**config.mk**
```make
export PLATFORM = sky130hd
export DESIGN_NAME = irq_selector
export DESIGN_NICKNAME = d
export VERILOG_FILES = /design/src/rtl/irqsel_pkg.sv /design/src/rtl/irqsel_regs.sv /design/src/rtl/irqsel_capture.sv /design/src/rtl/irqsel_prio.sv /design/src/rtl/irq_selector.sv
export SDC_FILE = /design/constraint.sdc
export NUM_CORES = 1
export LEC_CHECK = 0
export BUFFER_PORTS_ARGS = -buffer_cell sky130_fd_sc_hd__buf_2
export CAP_MARGIN = 20
export CELL_PAD_IN_SITES_DETAIL_PLACEMENT = 0
export CELL_PAD_IN_SITES_GLOBAL_PLACEMENT = 1
export CORE_MARGIN = 4
export CORE_UTILIZATION = 46
export CTS_CLUSTER_SIZE = 28
export DETAILED_ROUTE_END_ITERATION = 6
export GPL_TIMING_DRIVEN = 0
export PLACE_DENSITY = 0.83
export SLEW_MARGIN = 25
export SYNTH_ARGS = -nofsm -noshare
export SYNTH_HDL_FRONTEND = slang
export SYNTH_SLANG_ARGS = --single-unit
```
**constraint.sdc**
```tcl
create_clock -name clk -period 2.2 [get_ports clk]
set_clock_uncertainty 0.2 [all_clocks]
set_input_delay 0.22 -clock clk [delete_from_list [all_inputs] [get_ports clk]]
set_output_delay 0.22 -clock clk [all_outputs]
set_load 0.05 [all_outputs]
```
**src/rtl/irqsel_pkg.sv**
```systemverilog
package irqsel_pkg;
  localparam int LINES   = 16;
  localparam int FIXED   = 4;
  localparam int EVENTS  = 32;
  localparam int SEL_W   = $clog2(EVENTS);
  localparam int MASKED  = LINES - FIXED;
  localparam int NUM_W   = $clog2(LINES);
  localparam int WORD_W  = 32;

  // bit offset of the k-th selector field inside a selector word
  function automatic int field_lsb(input int k);
    return k * SEL_W + ((k >= 3) ? 1 : 0);
  endfunction

  // power-up source code of maskable line (m + FIXED)
  function automatic logic [SEL_W-1:0] boot_sel(input int m);
    case (m)
      0: return SEL_W'(4);
      1: return SEL_W'(5);
      2: return SEL_W'(6);
      3: return SEL_W'(7);
      4: return SEL_W'(8);
      5: return SEL_W'(9);
      6: return SEL_W'(3);
      7: return SEL_W'(10);
      8: return SEL_W'(11);
      9: return SEL_W'(0);
      10: return SEL_W'(1);
      default: return SEL_W'(2);
    endcase
  endfunction

  function automatic logic code_reserved(input logic [SEL_W-1:0] c);
    return (c >= SEL_W'(24)) && (c <= SEL_W'(29));
  endfunction
endpackage

```
**src/rtl/irqsel_regs.sv**
```systemverilog
module irqsel_regs
  import irqsel_pkg::*;
#(
  parameter int NSEL   = MASKED,
  parameter int SW     = SEL_W,
  parameter int NLINES = LINES,
  parameter int NFIX   = FIXED,
  parameter int DW     = WORD_W
) (
  input  logic                      clk,
  input  logic                      rst_n,
  input  logic                      we,
  input  logic [1:0]                addr,
  input  logic [DW-1:0]             wdata,
  output logic [DW-1:0]             rdata,
  output logic [NSEL-1:0][SW-1:0]   sel,
  output logic [NLINES-NFIX-1:0]    en,
  output logic                      gie
);
  localparam int PER_WORD = NSEL / 2;

  logic [NSEL-1:0][SW-1:0]  sel_q;
  logic [NLINES-NFIX-1:0]   en_q;
  logic                     gie_q;

  always_ff @(posedge clk or negedge rst_n) begin
    if (!rst_n) begin
      for (int m = 0; m < NSEL; m++) sel_q[m] <= boot_sel(m);
      en_q  <= '0;
      gie_q <= 1'b0;
    end else if (we) begin
      case (addr)
        2'd0: for (int k = 0; k < PER_WORD; k++)
                sel_q[PER_WORD + k] <= wdata[field_lsb(k) +: SW];
        2'd1: for (int k = 0; k < PER_WORD; k++)
                sel_q[k] <= wdata[field_lsb(k) +: SW];
        2'd2: en_q  <= wdata[NLINES-1:NFIX];
        default: gie_q <= wdata[0];
      endcase
    end
  end

  always_comb begin
    rdata = '0;
    case (addr)
      2'd0: for (int k = 0; k < PER_WORD; k++)
              rdata[field_lsb(k) +: SW] = sel_q[PER_WORD + k];
      2'd1: for (int k = 0; k < PER_WORD; k++)
              rdata[field_lsb(k) +: SW] = sel_q[k];
      2'd2: rdata[NLINES-1:0] = {en_q, {NFIX{1'b1}}};
      default: rdata[0] = gie_q;
    endcase
  end

  assign sel = sel_q;
  assign en  = en_q;
  assign gie = gie_q;
endmodule

```
**src/rtl/irqsel_capture.sv**
```systemverilog
module irqsel_capture
  import irqsel_pkg::*;
#(
  parameter int NEVT   = EVENTS,
  parameter int SW     = SEL_W,
  parameter int NLINES = LINES,
  parameter int NFIX   = FIXED,
  parameter int NW     = NUM_W
) (
  input  logic                              clk,
  input  logic                              rst_n,
  input  logic [NEVT-1:0]                   evt_in,
  input  logic [NFIX-1:0]                   fixed_evt,
  input  logic [NLINES-NFIX-1:0][SW-1:0]    sel,
  input  logic                              ack_valid,
  input  logic [NW-1:0]                     ack_num,
  output logic [NLINES-1:0]                 pend
);
  logic [NEVT-1:0]   evt_q;
  logic [NFIX-1:0]   fix_q;
  logic [NEVT-1:0]   evt_rise;
  logic [NFIX-1:0]   fix_rise;
  logic [NLINES-1:0] hit;
  logic [NLINES-1:0] clr;
  logic [NLINES-1:0] pend_q;

  always_ff @(posedge clk or negedge rst_n) begin
    if (!rst_n) begin
      evt_q <= '0;
      fix_q <= '0;
    end else begin
      evt_q <= evt_in;
      fix_q <= fixed_evt;
    end
  end

  assign evt_rise = evt_in & ~evt_q;
  assign fix_rise = fixed_evt & ~fix_q;

  for (genvar g = 0; g < NLINES; g++) begin : g_line
    if (g < NFIX) begin : g_fixed
      assign hit[g] = fix_rise[g];
    end else begin : g_routed
      assign hit[g] = evt_rise[sel[g-NFIX]] && !code_reserved(sel[g-NFIX]);
    end
    assign clr[g] = ack_valid && (ack_num == NW'(g));
    // a new edge wins over a clearing acknowledge in the same cycle
    always_ff @(posedge clk or negedge rst_n) begin
      if (!rst_n) pend_q[g] <= 1'b0;
      else        pend_q[g] <= hit[g] | (pend_q[g] & ~clr[g]);
    end
  end

  assign pend = pend_q;
endmodule

```
**src/rtl/irqsel_prio.sv**
```systemverilog
module irqsel_prio
  import irqsel_pkg::*;
#(
  parameter int NLINES = LINES,
  parameter int NFIX   = FIXED,
  parameter int NW     = NUM_W
) (
  input  logic                   clk,
  input  logic                   rst_n,
  input  logic [NLINES-1:0]      pend,
  input  logic [NLINES-NFIX-1:0] en,
  input  logic                   gie,
  output logic                   irq_valid,
  output logic [NW-1:0]          irq_num
);
  logic [NLINES-1:0] allow;
  logic [NLINES-1:0] live;
  logic [NW-1:0]     first;

  assign allow = {en & {(NLINES-NFIX){gie}}, {NFIX{1'b1}}};
  assign live  = pend & allow;

  always_comb begin
    first = '0;
    for (int i = NLINES - 1; i >= 0; i--)
      if (live[i]) first = NW'(i);
  end

  always_ff @(posedge clk or negedge rst_n) begin
    if (!rst_n) begin
      irq_valid <= 1'b0;
      irq_num   <= '0;
    end else begin
      irq_valid <= |live;
      irq_num   <= first;
    end
  end
endmodule

```
**src/rtl/irq_selector.sv**
```systemverilog
module irq_selector
  import irqsel_pkg::*;
(
  input  logic              clk,
  input  logic              rst_n,
  input  logic              bus_we,
  input  logic [1:0]        bus_addr,
  input  logic [WORD_W-1:0] bus_wdata,
  output logic [WORD_W-1:0] bus_rdata,
  input  logic [EVENTS-1:0] evt_in,
  input  logic [FIXED-1:0]  fixed_evt,
  input  logic              ack_valid,
  input  logic [NUM_W-1:0]  ack_num,
  output logic              irq_valid,
  output logic [NUM_W-1:0]  irq_num
);
  logic [MASKED-1:0][SEL_W-1:0] sel_w;
  logic [MASKED-1:0]            en_w;
  logic                         gie_w;
  logic [LINES-1:0]             pend_w;

  irqsel_regs u_regs (
    .clk(clk), .rst_n(rst_n), .we(bus_we), .addr(bus_addr),
    .wdata(bus_wdata), .rdata(bus_rdata), .sel(sel_w), .en(en_w), .gie(gie_w)
  );

  irqsel_capture u_cap (
    .clk(clk), .rst_n(rst_n), .evt_in(evt_in), .fixed_evt(fixed_evt),
    .sel(sel_w), .ack_valid(ack_valid), .ack_num(ack_num), .pend(pend_w)
  );

  irqsel_prio u_prio (
    .clk(clk), .rst_n(rst_n), .pend(pend_w), .en(en_w), .gie(gie_w),
    .irq_valid(irq_valid), .irq_num(irq_num)
  );
endmodule

```
==> flow_summary_export.csv, run 1 <==
group,metric,value,unit
detailed_routing,routedWlPerCell,23.1,um
detailed_routing,route.detailed.drc,0,
clocking,cts.sinks,124,
sta,fmax,453,MHz
logic_synthesis,yosysWarnings,0,
global_route,grt_pass1_wl,41.1,mm
detailed_routing,vias_per_cell,6.07,
clocking,cts_buffer_depth,2,
logic_synthesis,synth_cell_type_count,61,
clocking,cts_root_buffer,"clkbuf_16",
logic_synthesis,synth_nets,818,
sta,report.final.slew_viol_count,0,
floorplan,die_h,140,um
logic_synthesis,ys_ff_latch,124,
layout,final_common_cell,"buf_2",
pwr,p_per_area,883,nW/um^2
worst_setup_path,critPathCaptureType,"flop",
sta,min_period,2.21,ns
sta,setup_viol,1,
sta,hold_ws,0.0355,ns
layout,drive_above_1_share,37.4,%
place,dp_slack,-0.286,ns
clocking,clk_pin_slew,0.05,ns
detailed_routing,wl,26.8,mm
pwr,power_leakage,4.26,nW
worst_setup_path,cp_max_fo,7,
logic_synthesis,synthArstFlopShare,100,%
place,port_buffers,104,
sta,hold_viol,0,
layout,layout_common_cells,"buf_2 (108), dfrtp_1 (102), mux2_2 (68)",
clocking,cts_tree,"yes",
detailed_routing,ant_nets,0,
pwr,peakVddDrop,0.610,mV
logic_synthesis,synthFlopType,"dfrtp_1",
sta,layout_setup_ws,-0.00788,ns
logic_synthesis,synth-edff-count,0,
place,hpwl,18.7,mm
floorplan,die_w,140,um
logic_synthesis,synth.avg_cell_area,10.8,sq um
layout,final_util,61.3,%
layout,area_delta_synth_final,29.1,%
place,gp_congestion,1.00,
sta,slew_headroom,35.6,%
layout,diodes,0,
place,placed_cell_area,8800,sq um
global_route,grt_pass1_vias,6958,
worst_setup_path,worstPathArrival,2.25,ns
sta,max_slew.worst_pin.slew,0.966,ns
hold_path,hold_class,"in -> reg",
floorplan,rows,47,
global_route,track_usage,27.6,%
layout,fin_area,10300,sq um
run_status,violations,"negative setup slack",
pwr,finalPower,9.08,mW
global_route,antenna_found_initial,0,
place,dpl.cell_count,1065,
layout,fin_nets,1004,
clocking,clk_latency,0.42,ns
floorplan,initial_core_util,47.5,%
flow_run,max_cap_violations,0,
floorplan,ios,115,
sta,rsz0062_at_grt,"yes",
global_route,grt_overflow_total,0,
floorplan,dieArea,19500,sq um
hold_path,hold_depth,3,
run_status,outcome,"finished with violations",
logic_synthesis,netlist_area,7960,sq um
worst_setup_path,required,2.24,ns
layout,instances_no_fill,1159,
sta,post-route-period-util,100,%
detailed_routing,first_pass_iters,6,
worst_setup_path,rr_worst_depth,5,
detailed_routing,drtIter0Drc,790,
detailed_routing,detailroute.via_count,7038,
sta,tns,-0.00788,ns
global_route,grt_max_degree,72,
logic_synthesis,seq_area_frac_synth,39.3,%
floorplan,coreArea,16800,sq um
worst_setup_path,start_kind,"input pin",
clocking,htreeDepth,4,
clocking,cts_buffers,17,
worst_setup_path,worstSetupPathType,"in -> reg",
logic_synthesis,synth_cells,740,
## cells by family after synthesis
| group | synth area share (%) |
|---|---|
| AOI/OAI and AO/OA | 12.3 |
| other | 0.0471 |
| and+or+nand+nor | 13.4 |
| muxes | 31.0 |
| buffers and inverters | 3.98 |
| DFF | 39.3 |
## path summary, 6_finish.rpt
path / start / end / slack [ns]
min in group asynchronous: rst_n / u_regs.en[5] / 0.14
max in group asynchronous: rst_n / u_regs.sel[16] / 0.96
worst min-delay path: bus_we / u_regs.gie / 0.04
worst max register to register: u_cap.evt_q[16] / u_cap.pend[7] / 0.01
worst min register to register: u_cap.fix_q[1] / u_cap.pend[1] / 0.23
worst max-delay path: evt_in[6] / u_cap.pend[4] / -0.008
## metal layers
metal	part of all wire [%]	vias up	GRT usage [%]
met1	40	3404	37.2
met5	0	-	0
met2	46	438	43.1
met4	3.3	0	8.82
met3	11	71	8.78
li1	-	3125	-
## layout make-up
type,instances,area [sq um]
Clock buffer,21,460
Sequential cell,124,3130
Multi-Input combinational cell,539,4610
Tap cell,220,275
Fill cell,1397,6480
Inverter,22,88.8
Buffer,45,230
Timing Repair Buffer,177,1270
Clock inverter,11,215
## critical path, cell delays in order
cell	delay, ns
dlygate4sd3_1	0.54
buf_2	0.15
nand2b_1	0.36
nor2_1	0.07
a2111oi_0	0.47
a211o_1	0.18
or3_1	0.11
nand4_1	0.15
## state kept, by name, summed over array words and instances, names as in the netlist
signal / count
u_cap.pend: 16
u_cap.evt_q: 26
u_regs.sel: 60
u_prio.irq_num: 4
u_regs.gie: 1
u_prio.irq_valid: 1
u_cap.fix_q: 4
u_regs.en: 12
## where the power goes
part | total (mW) | switching, mW | internal, mW
Clock | 3.23 | 1.05 | 2.18
Sequential | 3.12 | 0.447 | 2.67
Combinational | 2.72 | 1.48 | 1.24
## timing repair
| item | CTS | global route |
|---|---|---|
| endpoints found under the setup margin | 34 | 15 |
| gates resized for setup | 30 | 35 |
| gates cloned | 0 | 0 |
| buffers inserted | 6 | 4 |
| hold buffers | 62 | 0 |
| hold endpoints to repair | 184 | 0 |
| pin swaps | 1 | 4 |
## synthesized netlist by cell type (6+ instances only)
cell type / instances / area [sq um]
o2111ai_1: 6 / 52.6
nor2_1: 64 / 240
a2111oi_0: 7 / 61.3
a211oi_1: 8 / 60.1
inv_1: 19 / 71.3
nor2b_1: 28 / 175
a31oi_1: 10 / 62.6
o21ai_0: 67 / 335
nand4_1: 8 / 50.1
nand2_1: 62 / 233
dfrtp_1: 104 / 2600
o211ai_1: 6 / 45.0
clkbuf_1: 39 / 146
a21oi_1: 25 / 125
mux2i_1: 37 / 370
dfstp_2: 20 / 526
buf_2: 10 / 50.1
mux2_2: 68 / 766
mux4_2: 58 / 1310
nand2b_1: 23 / 144
nand3_1: 6 / 30.0
Power figures use the tool's default switching activity.
==> inputs of run 2 (changes only) <==
Settings changed: CORE_MARGIN 4 to 2, RECOVER_POWER set to 50, TNS_END_PERCENT set to 50.
==> flow_summary_export.csv, run 2 (same netlist as run 1, synthesis figures left out) <==
group,metric,value,unit
run_status,outcome,"finished with violations",
run_status,violations,"negative setup slack",
worst_setup_path,worstSetupPathType,"reg -> out",
pwr,p_per_area,845,nW/um^2
layout,layout_common_cells,"dfrtp_1 (102), buf_2 (80), mux2_2 (68)",
clocking,clk_latency,0.43,ns
detailed_routing,detailroute.via_count,7136,
detailed_routing,wl,27.1,mm
place,hpwl,19.0,mm
flow_run,max_cap_violations,0,
place,dpl.cell_count,1070,
pwr,finalPower,8.57,mW
worst_setup_path,rrSetupSlack,-0.02,ns
pwr,power_leakage,4.14,nW
worst_setup_path,cp_max_fo,8,
sta,layout_setup_ws,-0.0629,ns
worst_setup_path,critPathCaptureType,"primary output",
sta,hold_ws,0.0231,ns
sta,report.final.slew_viol_count,0,
clocking,htreeDepth,4,
layout,area_delta_synth_final,27.5,%
place,gp_congestion,0.960,
hold_path,hold_class,"in -> reg",
global_route,grt_pass1_wl,40.7,mm
layout,largest_reg_flops,60,
sta,hold_viol,0,
detailed_routing,first_pass_iters,5,
sta,max_slew.worst_pin.slew,1.44,ns
clocking,cts_buffer_depth,2,
floorplan,dieArea,18400,sq um
global_route,track_usage,30.3,%
worst_setup_path,rr_endpoint,"u_cap.pend[4]",
layout,final_common_cell,"dfrtp_1",
floorplan,ios,115,
sta,slew_headroom,4.18,%
global_route,grt_max_degree,69,
worst_setup_path,worstPathArrival,1.84,ns
pwr,peakVddDrop,0.568,mV
floorplan,rows,48,
floorplan,coreArea,17100,sq um
clocking,cts.sinks,124,
hold_path,hold_depth,3,
clocking,cts_buffers,17,
worst_setup_path,rr_worst_depth,5,
detailed_routing,ant_nets,0,
layout,fin_area,10200,sq um
layout,fin_nets,1005,
detailed_routing,vias_per_cell,6.13,
clocking,clk_pin_slew,0.06,ns
hold_path,whs_endpoint,"u_regs.gie",
worst_setup_path,start_kind,"flop",
worst_setup_path,required,1.78,ns
sta,fmax,442,MHz
sta,rsz0062_at_grt,"yes",
global_route,antenna_found_initial,1,
layout,diodes,0,
floorplan,die_h,136,um
clocking,cts_root_buffer,"clkbuf_16",
layout,drive_above_1_share,34.8,%
worst_setup_path,timing.rr.start,"u_cap.evt_q[7]",
detailed_routing,routedWlPerCell,23.3,um
global_route,grt_overflow_total,0,
sta,min_period,2.26,ns
sta,setup_viol,2,
global_route,grt_pass1_vias,6973,
detailed_routing,route.detailed.drc,0,
layout,instances_no_fill,1165,
floorplan,die_w,136,um
floorplan,initial_core_util,46.5,%
place,port_buffers,104,
place,placed_cell_area,8800,sq um
sta,post-route-period-util,103,%
detailed_routing,drtIter0Drc,618,
clocking,cts_tree,"yes",
hold_path,min_from,"bus_we",
run 2: per-stage QoR:
step                TNS, ns  utilization (%)  setup slack (ns)
CTS                 -0.0477             58.8           -0.0477
global route         -0.269             59.3           -0.0536
global placement    -104.14             51.2            -0.902
detailed placement    -9.52             51.4            -0.338
floorplan             -1.24                -            -0.203
finish              -0.0814             59.3           -0.0629
run 2: routing by layer:
layer / GRT usage (%) / routed length (um) / part of all wire [%] / up-vias
met5: 0 / 13 / 0.048 / -
met4: 14.4 / 1250 / 4.6 / 2
met3: 7.82 / 2460 / 9.1 / 85
met2: 47.7 / 12500 / 46 / 406
met1: 39.3 / 10900 / 40 / 3511
li1: - / - / - / 3132
run 2: worst max path at each step:
stage,startpoint,to,slack [ns],cells after the start
floorplan,bus_addr[0],bus_rdata[4],-0.20,4
global placement,rst_n,u_regs.sel[49],-0.90,1
detailed placement,bus_addr[0],bus_rdata[0],-0.34,5
CTS,u_regs.sel[30],bus_rdata[0],-0.05,5
global route,u_regs.sel[30],bus_rdata[0],-0.05,5
finish,u_regs.sel[30],bus_rdata[0],-0.06,5
run 2: area by class of cell:
class                           instances  area (sq um)
Buffer                                 47           254
Clock buffer                           20           447
Clock inverter                         12           123
Fill cell                            1473          6960
Inverter                               22          86.3
Multi-Input combinational cell        539          4620
Sequential cell                       124          3130
Tap cell                              225           282
Timing Repair Buffer                  176          1200
run 2: critical path, cell delays in order (launching register included):
cell	delay (ns)
dfstp_2	0.55
buf_6	0.13
nor2b_4	0.14
a211oi_2	0.04
a31oi_1	0.29
buf_4	0.26
run 2: what timing repair did:
action                     4_1_cts  5_1_grt
buffers inserted                 4        5
hold buffers                    62        0
resized for setup               34       48
hold endpoints to repair       221        0
pin swaps                        1        1
setup endpoints to repair       36       18
run 2: report_power, final:
| group | internal, mW | switching [mW] | leakage [nW] |
|---|---|---|---|
| Sequential | 2.67 | 0.434 | 1.40 |
| Combinational | 1.24 | 1.49 | 2.47 |
| Clock | 1.68 | 1.06 | 0.268 |
| Total | 5.59 | 2.98 | 4.14 |
